**src/rtl/dispcmd_pkg.sv**
```systemverilog
package dispcmd_pkg;

   typedef enum logic [3:0] {
      K_NONE,
      K_PART_ON,
      K_PART_OFF,
      K_VREG,
      K_DOFF,
      K_DON,
      K_PHASE,
      K_CLK,
      K_GPIO
   } kind_e;

   localparam logic [7:0] OP_PART_ON  = 8'hA8;
   localparam logic [7:0] OP_PART_OFF = 8'hA9;
   localparam logic [7:0] OP_VREG     = 8'hAB;
   localparam logic [7:0] OP_DOFF     = 8'hAE;
   localparam logic [7:0] OP_DON      = 8'hAF;
   localparam logic [7:0] OP_PHASE    = 8'hB1;
   localparam logic [7:0] OP_CLK      = 8'hB3;
   localparam logic [7:0] OP_GPIO     = 8'hB5;

endpackage

```
**src/rtl/dispcmd_decode.sv**
```systemverilog
module dispcmd_decode
   import dispcmd_pkg::*;
(
   input  logic [7:0] op,
   output kind_e      kind,
   output logic [1:0] nargs
);

   always_comb begin
      kind  = K_NONE;
      nargs = 2'd0;
      case (op)
         OP_PART_ON:  begin kind = K_PART_ON;  nargs = 2'd2; end
         OP_PART_OFF: begin kind = K_PART_OFF; nargs = 2'd0; end
         OP_VREG:     begin kind = K_VREG;     nargs = 2'd1; end
         OP_DOFF:     begin kind = K_DOFF;     nargs = 2'd0; end
         OP_DON:      begin kind = K_DON;      nargs = 2'd0; end
         OP_PHASE:    begin kind = K_PHASE;    nargs = 2'd1; end
         OP_CLK:      begin kind = K_CLK;      nargs = 2'd1; end
         OP_GPIO:     begin kind = K_GPIO;     nargs = 2'd1; end
         default:     begin kind = K_NONE;     nargs = 2'd0; end
      endcase
   end

endmodule

```
**src/rtl/dispcmd_collect.sv**
```systemverilog
module dispcmd_collect
   import dispcmd_pkg::*;
(
   input  logic       clk,
   input  logic       rst_n,
   input  logic       acc,
   input  logic       is_cmd,
   input  logic [7:0] byte_in,
   input  kind_e      kind_in,
   input  logic [1:0] nargs_in,
   output logic       commit,
   output kind_e      commit_kind,
   output logic [7:0] commit_op,
   output logic [7:0] first_arg,
   output logic [7:0] last_arg,
   output logic       busy
);

   logic       pending_q;
   logic [1:0] left_q;
   kind_e      held_kind_q;
   logic [7:0] held_op_q;
   logic [7:0] first_q;
   logic       have_first_q;

   assign busy      = pending_q;
   assign last_arg  = byte_in;
   assign first_arg = have_first_q ? first_q : byte_in;

   always_comb begin
      commit      = 1'b0;
      commit_kind = kind_in;
      commit_op   = byte_in;
      if (acc && is_cmd) begin
         commit = (kind_in != K_NONE) && (nargs_in == 2'd0);
      end else if (acc && pending_q && (left_q == 2'd1)) begin
         commit      = 1'b1;
         commit_kind = held_kind_q;
         commit_op   = held_op_q;
      end
   end

   always_ff @(posedge clk or negedge rst_n) begin
      if (!rst_n) begin
         pending_q    <= 1'b0;
         left_q       <= 2'd0;
         held_kind_q  <= K_NONE;
         held_op_q    <= 8'h00;
         first_q      <= 8'h00;
         have_first_q <= 1'b0;
      end else if (acc && is_cmd) begin
         pending_q    <= (kind_in != K_NONE) && (nargs_in != 2'd0);
         left_q       <= nargs_in;
         held_kind_q  <= kind_in;
         held_op_q    <= byte_in;
         have_first_q <= 1'b0;
      end else if (acc && pending_q) begin
         if (left_q == 2'd1) begin
            pending_q <= 1'b0;
            left_q    <= 2'd0;
         end else begin
            left_q       <= left_q - 2'd1;
            first_q      <= byte_in;
            have_first_q <= 1'b1;
         end
      end
   end


   pend_left_chk: assert property (@(posedge clk) disable iff (!rst_n)
      pending_q |-> (left_q != 2'd0));


   cmd_resets_chk: assert property (@(posedge clk) disable iff (!rst_n)
      (acc && is_cmd) |=> !have_first_q);

endmodule

```
**src/rtl/dispcmd_regs.sv**
```systemverilog
module dispcmd_regs
   import dispcmd_pkg::*;
#(
   parameter int         ROW_W      = 7,
   parameter int         GPIO_PINS  = 2,
   parameter int         GPIO_CW    = 2,
   parameter logic [3:0] RST_PHASE1 = 4'h4,
   parameter logic [3:0] RST_PHASE2 = 4'h7,
   parameter logic [3:0] RST_OSC    = 4'h0,
   localparam int        GW         = GPIO_PINS * GPIO_CW
)(
   input  logic             clk,
   input  logic             rst_n,
   input  logic             commit,
   input  kind_e            kind,
   input  logic [7:0]       op,
   input  logic [7:0]       first_arg,
   input  logic [7:0]       last_arg,
   output logic             disp_on,
   output logic             part_en,
   output logic [ROW_W-1:0] part_start,
   output logic [ROW_W-1:0] part_end,
   output logic             vreg_ext,
   output logic [3:0]       phase1,
   output logic [3:0]       phase2,
   output logic [3:0]       clk_div,
   output logic [3:0]       osc_freq,
   output logic [GW-1:0]    gpio_state,
   output logic             cmd_done,
   output logic [7:0]       cmd_code
);

   localparam logic [ROW_W-1:0] ROW_LAST = {ROW_W{1'b1}};

   always_ff @(posedge clk or negedge rst_n) begin
      if (!rst_n) begin
         disp_on    <= 1'b0;
         part_en    <= 1'b0;
         part_start <= '0;
         part_end   <= ROW_LAST;
         vreg_ext   <= 1'b0;
         phase1     <= RST_PHASE1;
         phase2     <= RST_PHASE2;
         clk_div    <= 4'h0;
         osc_freq   <= RST_OSC;
         cmd_done   <= 1'b0;
         cmd_code   <= 8'h00;
      end else begin
         cmd_done <= commit;
         if (commit) begin
            cmd_code <= op;
            case (kind)
               K_PART_ON: begin
                  part_start <= first_arg[ROW_W-1:0];
                  part_end   <= last_arg[ROW_W-1:0];
                  part_en    <= 1'b1;
               end
               K_PART_OFF: part_en  <= 1'b0;
               K_VREG:     vreg_ext <= last_arg[0];
               K_DOFF:     disp_on  <= 1'b0;
               K_DON:      disp_on  <= 1'b1;
               K_PHASE: begin
                  phase1 <= last_arg[3:0];
                  phase2 <= last_arg[7:4];
               end
               K_CLK: begin
                  clk_div  <= last_arg[3:0];
                  osc_freq <= last_arg[7:4];
               end
               default: ;
            endcase
         end
      end
   end

   for (genvar p = 0; p < GPIO_PINS; p++) begin : g_pin
      always_ff @(posedge clk or negedge rst_n) begin
         if (!rst_n)
            gpio_state[p*GPIO_CW +: GPIO_CW] <= '0;
         else if (commit && (kind == K_GPIO))
            gpio_state[p*GPIO_CW +: GPIO_CW] <= last_arg[p*GPIO_CW +: GPIO_CW];
      end
   end


   phase_hold_chk: assert property (@(posedge clk) disable iff (!rst_n)
      !commit |=> $stable({phase2, phase1, clk_div, osc_freq, gpio_state}));

endmodule

```
**src/rtl/dispcmd_parser.sv**
```systemverilog
module dispcmd_parser
   import dispcmd_pkg::*;
#(
   parameter int         ROWS       = 128,
   parameter int         GPIO_PINS  = 2,
   parameter int         GPIO_CW    = 2,
   parameter logic [3:0] RST_PHASE1 = 4'h4,
   parameter logic [3:0] RST_PHASE2 = 4'h7,
   parameter logic [3:0] RST_OSC    = 4'h0,
   localparam int        ROW_W      = $clog2(ROWS),
   localparam int        GW         = GPIO_PINS * GPIO_CW
)(
   input  logic             clk,
   input  logic             rst_n,
   input  logic             in_valid,
   output logic             in_ready,
   input  logic             in_is_cmd,
   input  logic [7:0]       in_byte,
   output logic             disp_on,
   output logic             part_en,
   output logic [ROW_W-1:0] part_start,
   output logic [ROW_W-1:0] part_end,
   output logic             vreg_ext,
   output logic [3:0]       phase1,
   output logic [3:0]       phase2,
   output logic [3:0]       clk_div,
   output logic [3:0]       osc_freq,
   output logic [GW-1:0]    gpio_state,
   output logic             cmd_done,
   output logic [7:0]       cmd_code
);

   logic       acc;
   kind_e      dec_kind;
   logic [1:0] dec_nargs;
   logic       commit;
   kind_e      commit_kind;
   logic [7:0] commit_op;
   logic [7:0] first_arg;
   logic [7:0] last_arg;
   logic       busy;

   assign in_ready = rst_n;
   assign acc      = in_valid && in_ready;

   dispcmd_decode u_decode (
      .op    (in_byte),
      .kind  (dec_kind),
      .nargs (dec_nargs)
   );

   dispcmd_collect u_collect (
      .clk         (clk),
      .rst_n       (rst_n),
      .acc         (acc),
      .is_cmd      (in_is_cmd),
      .byte_in     (in_byte),
      .kind_in     (dec_kind),
      .nargs_in    (dec_nargs),
      .commit      (commit),
      .commit_kind (commit_kind),
      .commit_op   (commit_op),
      .first_arg   (first_arg),
      .last_arg    (last_arg),
      .busy        (busy)
   );

   dispcmd_regs #(
      .ROW_W      (ROW_W),
      .GPIO_PINS  (GPIO_PINS),
      .GPIO_CW    (GPIO_CW),
      .RST_PHASE1 (RST_PHASE1),
      .RST_PHASE2 (RST_PHASE2),
      .RST_OSC    (RST_OSC)
   ) u_regs (
      .clk        (clk),
      .rst_n      (rst_n),
      .commit     (commit),
      .kind       (commit_kind),
      .op         (commit_op),
      .first_arg  (first_arg),
      .last_arg   (last_arg),
      .disp_on    (disp_on),
      .part_en    (part_en),
      .part_start (part_start),
      .part_end   (part_end),
      .vreg_ext   (vreg_ext),
      .phase1     (phase1),
      .phase2     (phase2),
      .clk_div    (clk_div),
      .osc_freq   (osc_freq),
      .gpio_state (gpio_state),
      .cmd_done   (cmd_done),
      .cmd_code   (cmd_code)
   );


   disp_src_chk: assert property (@(posedge clk) disable iff (!rst_n)
      (disp_on != $past(disp_on)) |->
         $past(acc && in_is_cmd && (in_byte[7:1] == 7'h57)));


   part_on_chk: assert property (@(posedge clk) disable iff (!rst_n)
      $rose(part_en) |-> $past(acc && !in_is_cmd));


   part_off_chk: assert property (@(posedge clk) disable iff (!rst_n)
      $fell(part_en) |-> $past(acc && in_is_cmd && (in_byte == 8'hA9)));


   done_src_chk: assert property (@(posedge clk) disable iff (!rst_n)
      cmd_done |-> $past(acc));


   idle_data_chk: assert property (@(posedge clk) disable iff (!rst_n)
      (acc && !in_is_cmd && !busy) |=>
         (!cmd_done && $stable({disp_on, part_en, vreg_ext, phase1, phase2,
                                clk_div, osc_freq, gpio_state})));

endmodule

```
**config.mk**
```make
export PLATFORM = sky130hd
export DESIGN_NAME = dispcmd_parser
export DESIGN_NICKNAME = d
export VERILOG_FILES = /design/src/rtl/dispcmd_pkg.sv /design/src/rtl/dispcmd_decode.sv /design/src/rtl/dispcmd_collect.sv /design/src/rtl/dispcmd_regs.sv /design/src/rtl/dispcmd_parser.sv
export SDC_FILE = /design/constraint.sdc
export NUM_CORES = 1
export LEC_CHECK = 0
export ABC_AREA = 1
export BUFFER_PORTS_ARGS = -buffer_cell sky130_fd_sc_hd__buf_4
export CORE_UTILIZATION = 30
export CTS_BUF_LIST = sky130_fd_sc_hd__clkbuf_16
export DETAILED_ROUTE_END_ITERATION = 7
export GPL_TIMING_DRIVEN = 0
export PLACE_DENSITY_LB_ADDON = 0.25
export SYNTH_ARGS = -nofsm -noshare
export SYNTH_HDL_FRONTEND = slang
export SYNTH_SLANG_ARGS = --single-unit
export TNS_END_PERCENT = 100
```
**constraint.sdc**
```tcl
create_clock -name clk -period 2.5 [get_ports clk]
set_clock_uncertainty 0.05 [all_clocks]
set_input_delay 0.25 -clock clk [delete_from_list [all_inputs] [get_ports clk]]
set_output_delay 0.25 -clock clk [all_outputs]
set_load 0.05 [all_outputs]
```
==> summary.md, run 1 <==
| Metric | Value |
|---|---|
| Status | completed |
| Final setup fails | 0 |
| Yosys top cell by area | dfrtp_1 |
| Ant diodes | 0 |
| Drt via density | 4.74 |
| Final layout net count | 474 |
| DIE AREA | 11500 µm² |
| Final worst path period need | 2.26 ns |
| Std-Cell Rows | 38 |
| Final GP Congestion | 0.835 |
| Main synth FF type | dfrtp_1 |
| Startpoint Class | primary input |
| Rel. slew slack | 0.709 |
| Async set-reset flop share out of synthesis | 1.00 |
| Post-synth EDFFs | 0 |
| Slew Viols, Final | 0 |
| Initial DRC Count | 169 |
| H-tree levels | 3 |
| Multi-input logic area | 1310 µm² |
| Initial core utilization | 0.307 |
| Core Region | 10800 µm² |
| Yosys top cell area share | 0.438 |
| Area Growth Syn to Fin | 28.3% |
| Post-synth cell types | 27 |
| WL per Instance | 14.2 µm |
| CP arrival | 2.44 ns |
| Die X | 107 µm |
| Layout fillers | 1087 |
| Max-cap violations | 0 |
| Clock root buffer | clkbuf_16 |
| VDD IR max | 0.289 mV |
| First-pass GRT wire length | 13.8 mm |
| Syn_nets | 407 |
| Finished Layout Cells | 606 |
| Crit-path slowest cell | dlygate4sd3_1 |
| TritonCTS Sinks | 69 |
| Final hold viol count | 0 |
| Max incr delay on CP | 0.54 ns |
| Sequential share of the synthesized area | 0.525 |
| CTS Buffer Depth | 2 |
| CTS tree | built |
| Actual slew at the worst max-slew pin | 0.436 ns |
| Sequential cell area | 1740 µm² |
| Pleak | 0.00216 µW |
| Worst min path class | in2reg |
| Fmax | 442 MHz |
| Worst skew pair latency | 0.33 ns |
| Commonest non-fill, non-tap cell in the layout | nand2_1 |
| Initial antenna violation count | 0 |
| DRT antenna net count | 0 |
| DP Wirelength | 5.92 mm |
| Clock buffer count from CTS | 9 |
| Mapped cell area | 3310 µm² |
| Via count | 2870 |
| Core Util, Final | 0.394 |
| Crit path cell chain | dlygate4sd3_1, buf_6, nand2_2, nor2_4, nand3_2, clkinv_2, nand2_1, o21ai_2, nor2b_2, buf_6, nand3_4, buf_6, nand2_1, nand2_1 |
| Ranking of synthesized cells by area | dfrtp_1 (44%), nand2_1 (17%), dfstp_2 (8.7%) |
| Synth Area per Inst | 8.41 µm² |
| Crit path kind | in2reg |
| Residual DRC count | 0 |
| Seq cells post-synth | 69 |
| Post-route setup slack | 0.238 ns |
| Placed Cells | 588 |
| Worst Setup End Kind | flip-flop |
| Pwr Density | 789 nW/µm² |
| Total wire length | 8.59 mm |
| Total grt overflow | 0 |
| Proportion of layout cells with a drive suffix above 1 | 0.262 |
| Total power | 3350 µW |
| Vias in the first global route | 2681 |
| Pre-CTS setup slack | -0.258 ns |
| GRT Util Overall | 0.158 |
| Final Cycle Share | 0.905 |
| First drt pass iteration count | 4 |
| Top Ports | 59 |
| Count of input and output buffers | 54 |
| Placement Cell Area | 3890 µm² |
| Most frequent cells in the layout | nand2_1 (146), dfrtp_1 (58), buf_4 (57) |
| RSZ-0062 raised after global routing | false |
| Worst Path Required | 2.68 ns |
| Cells after Synth | 394 |
| CP max FO | 14 |
| Die span in y | 107 µm |
| Synth warnings | 0 |
| CTS clk-pin slew, worst paths | 0.06 ns |
| Finished Cell Area | 4250 µm² |
| Pin count of the biggest net entering global routing | 72 |
## power breakdown
group | internal [µW] | total, µW | switching, µW
clock | 867 | 1350 | 480
sequential | 1270 | 1350 | 84.6
combinational | 202 | 654 | 451
## registers in the layout, summed over array words and instances, names as in the netlist, 2 cells and up
register               count
u_collect.held_op_q        8
u_regs.cmd_code            8
u_collect.first_q          7
u_regs.part_end            7
u_regs.part_start          7
u_collect.held_kind_q      4
u_regs.clk_div             4
u_regs.gpio_state          4
u_regs.osc_freq            4
u_regs.phase1              4
u_regs.phase2              4
u_collect.left_q           2
## area by class of cell
cell class / instances / share of cell area
buffer: 22 / 0.0386
clock buffer: 9 / 0.0530
clock inverter: 7 / 0.0212
inverter: 26 / 0.0233
multi-input combinational: 277 / 0.308
sequential: 69 / 0.409
tap: 140 / 0.0412
timing repair buffer: 56 / 0.105
## stage by stage
step / setup TNS, ns / hold WS, ns
after global placement: -7.91 / 0.381
final: 0 / 0.166
after floorplan: 0 / -0.0956
after global routing: 0 / 0.177
after CTS: 0 / 0.0199
after detailed placement: -9.06 / 0.384
## kinds of logic after synthesis
group                      Yosys count  share of synthesized area
adders and majority gates            1                    0.00378
and+or+nand+nor                    231                      0.318
buffers and inverters               48                     0.0793
AOI/OAI and AO/OA                   45                     0.0736
DFF                                 69                      0.525
## worst max-delay path: cells and delay by family
family | cells | cell delay [ns]
AOI/OAI and AO/OA | 1 | 0.07
buffers and inverters | 5 | 1.24
and+or+nand+nor | 8 | 0.86
## worst paths after layout
path / startpoint / endpoint / slack [ns] / depth (start not counted)
max: rst_n / u_regs.part_start[6]$_DFFE_PN0P_ / 0.24 / 14
min: in_byte[7] / u_collect.held_op_q[7]$_DFFE_PN0P_ / 0.17 / 3
max reg2reg: u_collect.left_q[0]$_DFFE_PN0P_ / u_regs.gpio_state[3]$_DFFE_PN0P_ / 0.47 / 9
min reg2reg: u_regs.part_end[4]$_DFFE_PN1P_ / u_regs.part_end[4]$_DFFE_PN1P_ / 0.41 / 2
max in group asynchronous: rst_n / u_collect.held_kind_q[0]$_DFFE_PN0P_ / 1.62 / 3
min in group asynchronous: rst_n / u_regs.part_end[5]$_DFFE_PN1P_ / 0.48 / 2
## Yosys cell counts, types with 2 or more instances
library cell  instances
a21oi_1               2
buf_2                 5
buf_4                 4
buf_6                 8
clkbuf_1              5
dfrtp_1              58
dfstp_2              11
inv_1                21
inv_2                 4
nand2_1             146
nand2_2               5
nand3_1              12
nand3_2               2
nand4_1              37
nor2_1               19
nor2_2                5
nor2_4                3
o211ai_1              3
o21ai_0              35
o21ai_1               2
## routing by layer
layer  up-vias  global-route usage  wire length, µm
met5         -                   0                0
li1       1424                   -                -
met4         0              0.0558              112
met1      1377               0.213             4150
met3         9              0.0365              376
met2        60               0.247             3950
## what timing repair did
item	4_1_cts	5_1_grt
endpoints found under the hold margin	0	58
resized for setup	0	1
buffers inserted	0	0
setup endpoints to repair	0	45
hold buffers	0	2
No activity file was read; power rests on OpenSTA's default activity.
==> run 2: changes to the inputs <==
--- a/config.mk
+++ b/config.mk
@@ -10,7 +10,6 @@
 export CORE_UTILIZATION = 30
 export CTS_BUF_LIST = sky130_fd_sc_hd__clkbuf_16
 export DETAILED_ROUTE_END_ITERATION = 7
-export GPL_TIMING_DRIVEN = 0
 export PLACE_DENSITY_LB_ADDON = 0.25
 export SYNTH_ARGS = -nofsm -noshare
 export SYNTH_HDL_FRONTEND = slang
==> run 2 against run 1 <==
Net effect:
- combinational power fell by 4.3%
- worst setup slack gained 0.035 ns
- flip-flop and latch count unchanged
- sequential share of layout area is 1.7 points higher
- sequential power hardly changed
- via count shrank 0.52%
- count of clock-buffer cells in the layout stayed put
- die area did not move
- non-clock buffer count is 11 lower
- largest cell class unchanged
- highest routed layer unchanged
==> summary.md, run 2 (synthesis gave the netlist of run 1 again) <==
| Metric | Value |
|---|---|
| Actual slew at the worst max-slew pin | 0.867 ns |
| Clk network pwr share | 0.356 |
| Final worst path period need | 2.23 ns |
| Switching Fraction | 0.318 |
| Final setup fails | 0 |
| Worst skew pair latency | 0.33 ns |
| Residual DRC count | 0 |
| H-tree levels | 3 |
| Sw Pwr | 983 µW |
| Final Cycle Share | 0.891 |
| Commonest non-fill, non-tap cell in the layout | nand2_1 |
| Die span in y | 107 µm |
| Proportion of layout cells with a drive suffix above 1 | 0.248 |
| Top Registers | u_collect.held_op_q x8, u_regs.cmd_code x8 |
| Final setup TNS | 0 ns |
| Finished Layout Cells | 595 |
| Die X | 107 µm |
| Total wire length | 8.35 mm |
| Setup Buffers After CTS | 0 |
| CP max FO | 10 |
| GRT Util Overall | 0.158 |
| CTS clk-pin slew, worst paths | 0.05 ns |
| First drt pass iteration count | 5 |
| Drt via density | 4.80 |
| Final hold viol count | 0 |
| Clock root buffer | clkbuf_16 |
| Pre-CTS setup slack | 0.287 ns |
| Placed Cells | 579 |
| Initial DRC Count | 210 |
| Max-cap violations | 0 |
| Rel. slew slack | 0.422 |
| Worst min path class | in2async |
| Total power | 3090 µW |
| Pin count of the biggest net entering global routing | 70 |
| Post-route setup slack | 0.272 ns |
| CTS tree | built |
| TritonCTS Sinks | 69 |
| Core Region | 10800 µm² |
| DP Wirelength | 5.81 mm |
| Slew Viols, Final | 0 |
| Startpoint Class | flip-flop |
| Top Ports | 59 |
| Via count | 2855 |
| RSZ-0062 raised after global routing | false |
| Ant diodes | 0 |
| Fmax | 449 MHz |
| Std-Cell Rows | 38 |
| Vias in the first global route | 2759 |
| WL per Instance | 14.0 µm |
| Initial core utilization | 0.307 |
| Pwr Density | 758 nW/µm² |
| Total grt overflow | 0 |
| Most frequent cells in the layout | nand2_1 (146), buf_4 (67), dfrtp_1 (58) |
| First-pass GRT wire length | 13.7 mm |
| Crit path max-delay family | simple AND/OR/NAND/NOR gates |
| Worst Setup End Kind | flip-flop |
| Layout fillers | 1098 |
| Status | completed |
| CP arrival | 2.40 ns |
| Final GP Congestion | 0.822 |
| Crit path kind | reg2reg |
| Worst Path Required | 2.68 ns |
| Clock buffer count from CTS | 9 |
| Pleak | 0.00209 µW |
| VDD IR max | 0.297 mV |
| Comb power frac | 0.202 |
| Flop pwr share | 0.442 |
| Buf/Inv on CP | 1 |
| Crit-path slowest cell | nor2_1 |
| Max incr delay on CP | 0.41 ns |
| Cell Int Power | 2110 µW |
| Initial antenna violation count | 0 |
| Area Growth Syn to Fin | 23.2% |
| CTS Buffer Depth | 2 |
| Final layout net count | 463 |
| Resize count post-CTS | 0 |
| Count of input and output buffers | 58 |
| Hold Buf Count CTS | 0 |
| DIE AREA | 11500 µm² |
| Crit path cell chain | ha_1, nand3_2, clkinv_2, nand2_1, o21ai_1, nor2_1, nand3_1, nand2_1, nand2_1 |
| DRT antenna net count | 0 |
| Critical path's most frequent cell | nand2_1 |
==> run 2: cell count changes in the layout (fill, tap and decap cells not counted), sizes merged <==
cell,change
buf,-5
bufinv,-2
clkbuf,-5
clkinvlp,-1
dlygate4sd3,-1
inv,+3
==> run 2: worst paths after layout <==
kind                                            startpoint                            endpoint  slack (ns)  cells past startpoint
max                        u_collect.left_q[0]$_DFFE_PN0P_      u_regs.osc_freq[3]$_DFFE_PN0P_        0.27                      9
min                                                  rst_n     u_collect.left_q[0]$_DFFE_PN0P_        0.13                      2
max reg2reg                u_collect.left_q[0]$_DFFE_PN0P_      u_regs.osc_freq[3]$_DFFE_PN0P_        0.27                      9
min reg2reg                 u_regs.part_end[0]$_DFFE_PN1P_      u_regs.part_end[0]$_DFFE_PN1P_        0.41                      2
max in group asynchronous                            rst_n      u_regs.osc_freq[0]$_DFFE_PN0P_        1.70                      2
min in group clk                                in_byte[7]  u_collect.held_op_q[7]$_DFFE_PN0P_        0.15                      3
==> run 2: power by group through the flow <==
stage               Sequential (µW)  Clock [µW]  Combinational (µW)
global route                   1390        1170                 681
finish                         1370        1100                 626
CTS                            1370        1130                 637
floorplan                      1570           0                 235
detailed placement             1380           0                 635
global placement               1380           0                 627
==> run 2: final cells by class <==
cell class                      count  area (µm²)  share of cell area
Clock buffer                        9         225              0.0552
Clock inverter                      7        28.8             0.00705
Tap cell                          140         175              0.0429
Timing Repair Buffer               67         503               0.123
Sequential cell                    69        1740               0.426
Inverter                           26        98.8              0.0242
Multi-Input combinational cell    277        1310               0.321
==> run 2: per-layer routing <==
metal	GRT usage	vias to the layer above	wire length, µm
met5	0	-	0
met4	0.0577	0	90
met3	0.0407	8	534
met2	0.245	85	3800
met1	0.211	1354	3930
li1	-	1408	-
==> run 2: metrics by stage <==
| step | instance area [µm²] | hold slack [ns] | utilization |
|---|---|---|---|
| 2_1_floorplan | 3310 | -0.0956 | - |
| 3_3_place_gp | 3830 | 0.404 | 0.355 |
| 3_5_place_dp | 3830 | 0.405 | 0.355 |
| 4_1_cts | 4080 | 0.151 | 0.378 |
| 5_1_grt | 4080 | 0.177 | 0.378 |
| 6_report | 4080 | 0.133 | 0.378 |
==> run 2: worst register-to-register path, delay by kind of cell, from the launching register on <==
| family | cells | cell delay (ns) |
|---|---|---|
| buffers and inverters | 1 | 0.16 |
| AOI/OAI and AO/OA | 1 | 0.13 |
| adders and majority gates | 1 | 0.23 |
| and+or+nand+nor | 6 | 1.14 |
| DFF | 1 | 0.40 |
==> run 3: changes to the inputs <==
--- a/config.mk
+++ b/config.mk
@@ -10,7 +10,7 @@
 export CORE_UTILIZATION = 30
 export CTS_BUF_LIST = sky130_fd_sc_hd__clkbuf_16
 export DETAILED_ROUTE_END_ITERATION = 7
-export PLACE_DENSITY_LB_ADDON = 0.25
+export PLACE_DENSITY = 0.51
 export SYNTH_ARGS = -nofsm -noshare
 export SYNTH_HDL_FRONTEND = slang
 export SYNTH_SLANG_ARGS = --single-unit
==> run 3 against run 2 <==
Net effect:
- fmax down 0.22%
- combinational power about the same
- design area up 0.55%
- sequential share of layout area down 0.23 points
- critical path depth down 1
- clock power up 10%
- highest routed layer unchanged
- count of clock-buffer cells in the layout unchanged
- critical endpoint is now u_regs.part_start[1]$_DFFE_PN0P_
- sequential power about the same
- flip-flop and latch count unchanged
==> summary.md, run 3 (synthesis gave the netlist of run 1 again) <==
| Metric | Value |
|---|---|
| Ant diodes | 0 |
| Via count | 2787 |
| Initial core utilization | 0.307 |
| Actual slew at the worst max-slew pin | 0.865 ns |
| Pin count of the biggest net entering global routing | 70 |
| Core Util, Final | 0.380 |
| Placed Cells | 578 |
| Finished Layout Cells | 594 |
| Worst Setup End Kind | flip-flop |
| Final Cycle Share | 0.893 |
| Drt via density | 4.69 |
| Die X | 107 µm |
| CTS Buffer Depth | 2 |
| Residual DRC count | 0 |
| Slew Viols, Final | 0 |
| Worst min path class | in2reg |
| Clock root buffer | clkbuf_16 |
| First-pass GRT wire length | 13.9 mm |
| Setup Buffers After CTS | 0 |
| Rel. slew slack | 0.424 |
| Reg2reg start | u_collect.left_q[0]$_DFFE_PN0P_ |
| CP max FO | 15 |
| DIE AREA | 11500 µm² |
| Final layout net count | 462 |
| Worst skew pair latency | 0.33 ns |
| RSZ-0062 raised after global routing | false |
| Initial DRC Count | 187 |
| Max-cap violations | 0 |
| Crit path cell chain | ha_1, nand3_2, clkinv_2, o21ai_2, nor2b_2, nand3_4, nand2_1, nand2_1 |
| Std-Cell Rows | 38 |
| Status | completed |
| Most frequent cells in the layout | nand2_1 (146), buf_4 (66), dfrtp_1 (58) |
| Crit path kind | reg2reg |
| Total grt overflow | 0 |
| Area Growth Syn to Fin | 23.9% |
| Final GP Congestion | 0.856 |
| Crit-path slowest cell | nor2b_2 |
| First drt pass iteration count | 4 |
| CTS clk-pin slew, worst paths | 0.06 ns |
| Final setup fails | 0 |
| Startpoint Class | flip-flop |
| Placement Cell Area | 3820 µm² |
| Die span in y | 107 µm |
| CTS tree | built |
| Clock buffer count from CTS | 9 |
| Final setup TNS | 0 ns |
| Vias in the first global route | 2770 |
| CP arrival | 2.40 ns |
| Commonest non-fill, non-tap cell in the layout | nand2_1 |
| Max incr delay on CP | 0.52 ns |
| Initial antenna violation count | 0 |
| FF-to-FF path depth | 8 |
| Met2 Usage GRT | 0.240 |
| Top Registers | u_collect.held_op_q x8, u_regs.cmd_code x8 |
| WL per Instance | 13.9 µm |
| Count of input and output buffers | 58 |
| Finished Cell Area | 4100 µm² |
| Hold Buf Count CTS | 0 |
| Top Ports | 59 |
| DRT antenna net count | 0 |
| Fmax | 448 MHz |
| Grt met1 use | 0.216 |
| Resize count post-CTS | 0 |
| Core Region | 10800 µm² |
| Final hold viol count | 0 |
| Grt met3 use | 0.0438 |
| TritonCTS Sinks | 69 |
| Hold_sp | in_byte[7] |
| Busiest grt layer | met2 |
| GRT Util Overall | 0.158 |
| DP Wirelength | 5.78 mm |
| Pleak | 0.00210 µW |
| Pwr Density | 780 nW/µm² |
| Worst Setup SP | u_collect.left_q[0]$_DFFE_PN0P_ |
| VDD IR max | 0.322 mV |
| Worst hold path stage count | 3 |
| Min Hold Slack | 0.142 ns |
| H-tree levels | 3 |
| Total wire length | 8.27 mm |
| Final worst path period need | 2.23 ns |
| Critical path's most frequent cell | nand2_1 |
| Proportion of layout cells with a drive suffix above 1 | 0.251 |
| Worst Path Required | 2.67 ns |
## run 3: cell count changes in the layout (fill, tap and decap cells not counted)
| cell | delta |
|---|---|
| buf_4 | -1 |
| bufinv_16 | +1 |
| clkinv_1 | -1 |
| clkinvlp_4 | +1 |
| inv_1 | -1 |
## run 3: path summary, 6_finish.rpt
check | end | slack, ns
worst max-delay path | u_regs.part_start[1]$_DFFE_PN0P_ | 0.27
worst min-delay path | u_collect.held_op_q[7]$_DFFE_PN0P_ | 0.14
worst max register to register | u_regs.part_start[1]$_DFFE_PN0P_ | 0.27
worst min register to register | u_regs.part_end[0]$_DFFE_PN1P_ | 0.41
max in group asynchronous | u_regs.cmd_code[0]$_DFFE_PN0P_ | 1.70
min in group asynchronous | u_regs.cmd_code[6]$_DFFE_PN0P_ | 0.15
## run 3: final cells by class
class	count	area, µm²
Fill cell	1140	6690
Sequential cell	69	1740
Multi-Input combinational cell	277	1310
Timing Repair Buffer	66	495
Clock buffer	9	225
Tap cell	140	175
Inverter	26	98.8
Clock inverter	7	58.8
## run 3: critical path, delay by kind of cell, from the launching register on
kind | cells | cell delay [ns]
buf+inv | 1 | 0.15
flops | 1 | 0.40
compound gates | 1 | 0.23
simple gates | 5 | 1.05
fa+ha+maj | 1 | 0.24
## run 3: routing by layer
layer,wire (µm),vias to the layer above
met4,102,0
li1,-,1395
met5,0,-
met2,3700,59
met3,360,10
met1,4110,1323
## run 3: power by group
| part | total [µW] | internal [µW] | switching (µW) |
|---|---|---|---|
| Combinational | 624 | 191 | 433 |
| Clock | 1210 | 757 | 456 |
| Sequential | 1360 | 1270 | 93.2 |
## run 3: through the flow
| stage | total power, µW | worst slack (ns) |
|---|---|---|
| global route | 3360 | 0.102 |
| floorplan | 1800 | 0.696 |
| detailed placement | 2010 | 0.264 |
| global placement | 2010 | 0.307 |
| finish | 3200 | 0.267 |
| CTS | 3240 | 0.247 |
